[src/rtl/irq_router_pkg.sv]
package irq_router_pkg;
  localparam int REG_W    = 32;
  localparam int NUM_W1C  = 6;
  localparam int VEC_FLD_W = 5;

  localparam int B_MTO = 17;
  localparam int B_TCO = 16;
  localparam int B_GMI = 15;
  localparam int B_AAI = 14;
  localparam int B_WDI = 13;
  localparam int B_WUI = 12;
  localparam int B_RML = 11;
  localparam int B_BOI = 10;
  localparam int B_EPI = 9;
  localparam int B_WLI = 8;

  localparam logic [REG_W-1:0] IRQ_SRC_MASK = 32'h0003_FF00;

  typedef struct packed {
    logic                 mto;
    logic                 gmi;
    logic                 aai;
    logic                 rml;
    logic [VEC_FLD_W-1:0] vec;
  } ro_fields_t;

  function automatic int w1c_pos(input int idx);
    case (idx)
      0:       return B_TCO;
      1:       return B_WDI;
      2:       return B_WUI;
      3:       return B_BOI;
      4:       return B_EPI;
      default: return B_WLI;
    endcase
  endfunction

  function automatic logic [NUM_W1C-1:0] w1c_from_word(input logic [REG_W-1:0] d);
    logic [NUM_W1C-1:0] r;
    for (int i = 0; i < NUM_W1C; i++) r[i] = d[w1c_pos(i)];
    return r;
  endfunction

  function automatic logic [REG_W-1:0] pack_flags(input logic [NUM_W1C-1:0] w,
                                                  input ro_fields_t r);
    logic [REG_W-1:0] v;
    v = '0;
    for (int i = 0; i < NUM_W1C; i++) v[w1c_pos(i)] = w[i];
    v[B_MTO] = r.mto;
    v[B_GMI] = r.gmi;
    v[B_AAI] = r.aai;
    v[B_RML] = r.rml;
    v[VEC_FLD_W-1:0] = r.vec;
    return v;
  endfunction
endpackage

[src/rtl/global_steer.sv]
module global_steer
  import irq_router_pkg::*;
(
  input  logic               line_sel,
  input  logic [NUM_W1C-1:0] ev_in,
  input  logic               aai_in,
  input  logic               rml_in,
  output logic [1:0][NUM_W1C-1:0] ev_out,
  output logic [1:0]         aai_out,
  output logic [1:0]         rml_out
);
  always_comb begin
    ev_out  = '0;
    aai_out = '0;
    rml_out = '0;
    ev_out[line_sel]  = ev_in;
    aai_out[line_sel] = aai_in;
    rml_out[line_sel] = rml_in;
  end
endmodule

[src/rtl/w1c_bank.sv]
module w1c_bank #(
  parameter int N = 6
) (
  input  logic         clk,
  input  logic         rst_n,
  input  logic [N-1:0] set_i,
  input  logic [N-1:0] clr_i,
  output logic [N-1:0] q_o
);
  for (genvar b = 0; b < N; b++) begin : g_bit
    always_ff @(posedge clk or negedge rst_n) begin
      if (!rst_n)          q_o[b] <= 1'b0;
      else if (set_i[b])   q_o[b] <= 1'b1;
      else if (clr_i[b])   q_o[b] <= 1'b0;
    end
  end
endmodule

[src/rtl/mbox_summary.sv]
module mbox_summary
  import irq_router_pkg::*;
#(
  parameter int NUM_MBOX = 32,
  parameter bit LINE     = 1'b0
) (
  input  logic                clk,
  input  logic                rst_n,
  input  logic [NUM_MBOX-1:0] pend,
  input  logic [NUM_MBOX-1:0] tmo,
  input  logic [NUM_MBOX-1:0] line_sel,
  input  logic                aai_in,
  input  logic                rml_in,
  output ro_fields_t          q
);
  localparam int IDX_W = (NUM_MBOX > 1) ? $clog2(NUM_MBOX) : 1;

  function automatic logic [IDX_W-1:0] top_index(input logic [NUM_MBOX-1:0] v);
    logic [IDX_W-1:0] r;
    r = '0;
    for (int k = 0; k < NUM_MBOX; k++) if (v[k]) r = IDX_W'(k);
    return r;
  endfunction

  logic [NUM_MBOX-1:0] mine;
  logic [NUM_MBOX-1:0] pend_mine;
  logic [NUM_MBOX-1:0] tmo_mine;
  ro_fields_t          nxt;

  assign mine      = LINE ? line_sel : ~line_sel;
  assign pend_mine = pend & mine;
  assign tmo_mine  = tmo & mine;

  always_comb begin
    nxt     = '0;
    nxt.mto = |tmo_mine;
    nxt.gmi = |pend_mine;
    nxt.aai = aai_in;
    nxt.rml = rml_in;
    nxt.vec = VEC_FLD_W'(top_index(pend_mine));
  end

  always_ff @(posedge clk or negedge rst_n) begin
    if (!rst_n) q <= '0;
    else        q <= nxt;
  end
endmodule

[src/rtl/irq_flag_router.sv]
module irq_flag_router
  import irq_router_pkg::*;
#(
  parameter int NUM_MBOX = 32
) (
  input  logic                reg_wr_en,
  input  logic                clk,
  input  logic                rst_n,
  input  logic                reg_wr_sel,
  input  logic [REG_W-1:0]    reg_wr_data,
  input  logic                reg_rd_sel,
  output logic [REG_W-1:0]    reg_rd_data,
  input  logic                glb_line_sel,
  input  logic [NUM_W1C-1:0]  ev_set,
  input  logic                aai_status,
  input  logic                rml_status,
  input  logic [NUM_MBOX-1:0] mbox_pend,
  input  logic [NUM_MBOX-1:0] mbox_tmo,
  input  logic [NUM_MBOX-1:0] mbox_line_sel,
  input  logic [1:0]          line_en,
  output logic [1:0]          irq_line
);
  localparam int NUM_LINES = 2;

  logic [NUM_LINES-1:0][NUM_W1C-1:0] set_evt;
  logic [NUM_LINES-1:0]              aai_rt;
  logic [NUM_LINES-1:0]              rml_rt;
  logic [NUM_LINES-1:0][NUM_W1C-1:0] clr_req;
  logic [NUM_LINES-1:0][NUM_W1C-1:0] sticky_q;
  ro_fields_t                        ro_q [NUM_LINES];
  logic [NUM_LINES-1:0][REG_W-1:0]   flag_q;

  global_steer u_steer (
    .line_sel (glb_line_sel),
    .ev_in    (ev_set),
    .aai_in   (aai_status),
    .rml_in   (rml_status),
    .ev_out   (set_evt),
    .aai_out  (aai_rt),
    .rml_out  (rml_rt)
  );

  for (genvar l = 0; l < NUM_LINES; l++) begin : g_line
    assign clr_req[l] = (reg_wr_en && (reg_wr_sel == 1'(l))) ?
                        w1c_from_word(reg_wr_data) : '0;

    w1c_bank #(.N(NUM_W1C)) u_bank (
      .clk   (clk),
      .rst_n (rst_n),
      .set_i (set_evt[l]),
      .clr_i (clr_req[l]),
      .q_o   (sticky_q[l])
    );

    mbox_summary #(.NUM_MBOX(NUM_MBOX), .LINE(1'(l))) u_mbox (
      .clk      (clk),
      .rst_n    (rst_n),
      .pend     (mbox_pend),
      .tmo      (mbox_tmo),
      .line_sel (mbox_line_sel),
      .aai_in   (aai_rt[l]),
      .rml_in   (rml_rt[l]),
      .q        (ro_q[l])
    );

    assign flag_q[l]   = pack_flags(sticky_q[l], ro_q[l]);
    assign irq_line[l] = line_en[l] && |(flag_q[l] & IRQ_SRC_MASK);
  end

  assign reg_rd_data = flag_q[reg_rd_sel];
endmodule

[config.mk]
export PLATFORM = sky130hd
export DESIGN_NAME = irq_flag_router
export DESIGN_NICKNAME = d
export VERILOG_FILES = /design/src/rtl/irq_router_pkg.sv /design/src/rtl/global_steer.sv /design/src/rtl/w1c_bank.sv /design/src/rtl/mbox_summary.sv /design/src/rtl/irq_flag_router.sv
export SDC_FILE = /design/constraint.sdc
export NUM_CORES = 1
export LEC_CHECK = 0
export ABC_AREA = 1
export BUFFER_PORTS_ARGS = -buffer_cell sky130_fd_sc_hd__buf_2
export CAP_MARGIN = 5
export CORE_ASPECT_RATIO = 1.2
export CORE_MARGIN = 2
export CORE_UTILIZATION = 40
export CTS_BUF_LIST = sky130_fd_sc_hd__clkbuf_4
export CTS_CLUSTER_SIZE = 28
export DETAILED_ROUTE_END_ITERATION = 12
export MAX_ROUTING_LAYER = met4
export PLACE_DENSITY = 0.86
export SLEW_MARGIN = 20
export SYNTH_ARGS = -nofsm -noshare
export SYNTH_HDL_FRONTEND = slang
export SYNTH_SLANG_ARGS = --single-unit
[constraint.sdc]
create_clock -name clk -period 0.9 [get_ports clk]
set_input_delay 0.09 -clock clk [delete_from_list [all_inputs] [get_ports clk]]
set_output_delay 0.09 -clock clk [all_outputs]
set_load 0.02 [all_outputs]
### Word level (Yosys, flattened, before mapping)

Cells that the tools add are included.

| word-level totals | value |
|---|---|
| register bits after elaboration | 30 |
| input bits | 144 |
| output and inout port bits | 34 |
| word-level logic and storage cells | 151 |

| cells by class | value |
|---|---|
| order comparisons | 3 |
| mux-type cells | 94 |
| bitwise logic cells | 9 |
| reduce and logical (&&, ||, !) cells | 23 |

Operator list:

| operator | count |
|---|---|
| 2-to-1 mux 5 bit | 60 |
| bitwise AND 32 bit | 4 |
| OR reduction 32 bit | 4 |
| 2-to-1 mux 32 bit | 1 |
| inverter 32 bit | 1 |
| 2-to-1 mux 1 bit | 27 |
| nonzero test 2 bit | 12 |
| OR reduction 10 bit | 2 |
| 2-to-1 mux 18 bit | 1 |
| 2-to-1 mux 6 bit | 3 |
| bitwise AND 12 bit | 1 |
| demux 6 bit (select 1 bit) | 1 |
| logical AND 1 bit | 5 |
| bitwise AND 2 bit | 2 |
| less-than comparator 1 x 2 -> 1 bit (second input constant) | 2 |
| demux 1 bit (select 1 bit) | 1 |
| >= comparator 1 bit (second input constant) | 1 |
| inverter 1 bit | 1 |

### Longest topological paths before layout

| depth | value |
|---|---|
| word-level depth | 33 |
| depth in mapped cells | 32 |
| gate-level depth less buffers | 32 |

### Modules after synthesis

Synthesis repeated with hierarchy kept, for this count alone.

| second synthesis, totals | value |
|---|---|
| cells, all modules | 496 |
| area, all modules | 2989.1 sq um |

By module, submodules not included:

| module | instances | cells an instance | area an instance (sq um) | seq. area each (sq um) |
|---|---|---|---|---|
| mbox_summary (g_line[0].u_mbox) | 1 | 181 | 989.7 | 225.2 |
| mbox_summary (g_line[1].u_mbox) | 1 | 142 | 860.8 | 225.2 |
| irq_flag_router | 1 | 79 | 510.5 | 0.0 |
| w1c_bank | 2 | 30 | 240.2 | 150.1 |
| global_steer | 1 | 34 | 147.6 | 0.0 |

### Least setup slack after synthesis

No wires, ideal clock.

| timing path | value |
|---|---|
| path kind | input-to-reg |
| start | in mbox_pend[1] |
| end | reg g_line[0].u_mbox.q[0] (netlist bit) |
| library setup time | 0.117 ns |
| arrival | 1.435 ns |
| required time | 0.783 ns |
| path slack | -0.651 ns |
| stages on the path | 32 |
| buffers on the path | 0 |
| cell sequence | inv_1 -> nor2_2 -> nand2_1 -> nand2_1 -> nand2_1 -> nand2_1 -> nand2_1 -> nand2_1 -> nand2_1 -> nand2_1 -> nand2_1 -> nand2_1 -> nand2_1 -> nand2_1 -> nand2_1 -> nand2_1 -> nand2_1 -> nand2_1 -> nand2_1 -> nand2_1 -> nand2_1 -> nand2_1 -> nand2_1 -> nand2_1 -> nand2_1 -> nand2_1 -> nand2_1 -> nand2_1 -> nand2_1 -> nand2_1 -> nand2_1 -> nand2_1 |

RTL lines:

| element | line | source |
|---|---|---|
| start, declared | irq_flag_router.sv:17 | `input logic [NUM_MBOX-1:0] mbox_pend,` |
| end signal, assigned | mbox_summary.sv:45 | `else q <= nxt;` |
| end, declared | mbox_summary.sv:14 | `output ro_fields_t q` |

==> run summary <==
Status = finished, violations left
Violations in the final reports = negative setup slack
H-tree Lvls = 2
Drc violations = 0
Total track usage = 26.20%
CTS tree = built
Largest net degree at the start of global routing = 31
Rows = 32
Worst slack at placement = -1079 ps
Ports = 178
# nets final = 839
RSZ-0062 raised after global routing = yes
Mapped cell area = 2705 µm²
Total number of vias = 3848
Worst reg2reg setup slack = 50 ps
Worst setup EP type = register
Vias in the first global route = 3774
CORE AREA = 6486 µm²
Cells on Worst Hold Path = 3
Drt wl/cell = 13.22 µm
Fraction of layout instances using a drive strength above 1 = 46.41%
Count of maximum capacitance violations = 0
Setup ws final = -695.7 ps
Clock sinks = 30
CTS root buffer = clkbuf_4
DP Area = 4258 µm²
Initial antenna violation count = 0
Finished Layout Cells = 781
HPWL after detailed placement = 7522 µm
Layout area overhead = 79.93%
Yosys Warn Count = 0
Mapped Cells = 452
Die H = 94.09 µm
Reg2Reg Launch Point = g_line[1].u_bank.q_o[0]
Critical Path Source Type = input port
Critical Path End = g_line[0].u_mbox.q[0]
Synth cell types = 31
Min-Delay Path Class = in2reg
FF-to-FF path depth = 3
Design area = 4867 µm²
GP Congestion = 0.8568
Port buffer count = 134
Critical path's slowest cell = buf_12
Num CTS Buffers = 5
Ant diodes = 0
First-pass GRT wire length = 15330 µm
DRT iter0 DRCs = 147
Async S/R FF share, synth = 100.0%
Final Routed Wirelength = 10320 µm
Min cycle time layout = 1596 ps
FF-to-FF End = g_line[1].u_bank.q_o[0]
Leak = 2.819 nW
CP Max Fanout = 3
Placed insts = 767
PD cells = 941.0 nW/µm²
Die width = 79.07 µm
Avg Vias per Cell = 4.927
Final ANT Viol Nets = 0
CP Class = in2reg
Clk_lat worst skew = 310 ps
Crit share post-route = 177.3%
Final TNS setup = -7817 ps
Max stage delay on crit path = 120 ps
Drt pass-1 iters = 5
Sequential share of the synthesized area = 27.75%
FMAX = 626.7 MHz
Layout Skew = 0 ps
Main synth FF type = dfrtp_1
Clock Tree Buf Depth = 2
Final setup vio count = 26
Register bit total from synthesis = 30
Initial Util = 41.71%
Register clock-pin slew on the reported worst setup and hold paths = 90 ps
Worst setup path start = mbox_line_sel[2]
Most used cell, CP = nand2_1
Die area = 7439 µm²
CP required = 1110 ps
Hold Fails Final Rpt = 0
GR Overflow Total = 0
Arr. time, crit path = 1810 ps
Mean Syn Cell Area = 5.985 µm²
Maximum vdd drop = 0.5324 mV
Post-synth EDFFs = 0
Fin. max-slew vios = 0
[worst max-delay path, delay by kind of cell]
family | cells | cell delay (ps)
buffers and inverters | 2 | 170
and+or+nand+nor | 31 | 1530
[sequential cells by signal (all words and copies together), names as in the netlist]
signal / flops
g_line.u_mbox.q: 18
g_line.u_bank.q_o: 12
[synth_stat cells (all sizes together), types with 5 or more instances]
master	number	area (µm²)
a221oi	7	61.31
dfrtp	30	750.7
inv	79	296.5
nand3	5	25.02
buf	18	131.4
a21oi	6	30.03
o21ai	31	155.2
nand2	187	734.5
o22ai	16	100.1
mux2	8	90.09
nor2	36	137.6
nand4	5	31.28
[timing repair]
action | in CTS | in global routing
setup endpoints to repair | 25 | 29
pin swaps | 35 | 31
hold buffers | 3 | 0
endpoints found under the hold margin | 34 | 0
resized for setup | 94 | 50
setup buffers | 4 | 2
[logic make-up (layout without fill, tap and decap cells)]
group	Yosys count	after routing	share of synthesized area, %
buffers and inverters	99	327	16.10
AO/OA/AOI/OAI	73	73	16.65
AND/OR/NAND/NOR	241	241	36.03
flip-flops	30	30	27.75
other	1	17	0.1386
multiplexers	8	8	3.330
[metal layers]
layer / global-route usage [%] / vias to the layer above / part of all wire, %
li1: - / 1886 / -
met5: - / - / 0
met4: 9.770 / 0 / 5.1
met1: 24.26 / 1744 / 36
met3: 2.885 / 47 / 5.0
met2: 53.67 / 171 / 54
[worst min-delay path by stage]
stage             startpoint                       to  slack, ps
2_1_floorplan          rst_n  g_line[0].u_bank.q_o[0]       -210
3_3_place_gp           rst_n  g_line[1].u_bank.q_o[4]        100
3_5_place_dp           rst_n  g_line[1].u_bank.q_o[4]        120
4_1_cts        mbox_pend[31]    g_line[1].u_mbox.q[0]          3
5_1_grt            ev_set[2]  g_line[0].u_bank.q_o[2]         20
6_report       mbox_pend[31]    g_line[1].u_mbox.q[0]         30
[cell usage in the layout (no fill, tap or decap), types with 8 or more instances in the layout]
master	Yosys	layout
nand2_1	182	169
buf_2	0	105
buf_4	17	94
inv_1	77	60
buf_6	0	32
nor2_1	35	31
dfrtp_1	30	30
o21ai_0	31	20
conb_1	1	17
o22ai_1	16	13
inv_2	2	11
nand2_2	1	9
nand2_4	4	8
[area by class of cell]
class                      count  area [µm²]
clock buffer                   6       45.04
clock inverter                 2       8.758
fill                         444        1619
inverter                      79       346.6
multi-input combinational    339        1888
sequential                    30       750.7
tap                           85       106.4
timing repair buffer         240        1722
[stage by stage]
| step | power, mW | hold slack [ps] | utilization, % |
|---|---|---|---|
| finish | 4.580 | 26.26 | 75.04 |
| global placement | 3.359 | 104.2 | 65.64 |
| detailed placement | 3.424 | 116.7 | 65.64 |
| floorplan | 2.461 | -205.6 | - |
| global route | 4.883 | 19.56 | 75.04 |
| CTS | 4.406 | 3.301 | 72.13 |
[report_power, final]
part	internal [mW]	leakage (nW)	switching [mW]
clock network	0.323	0.0331	0.415
registers	1.45	0.314	0.0782
logic	1.14	2.47	1.17
total	2.92	2.82	1.66
Note: power is estimated with default switching activity, not from simulation.
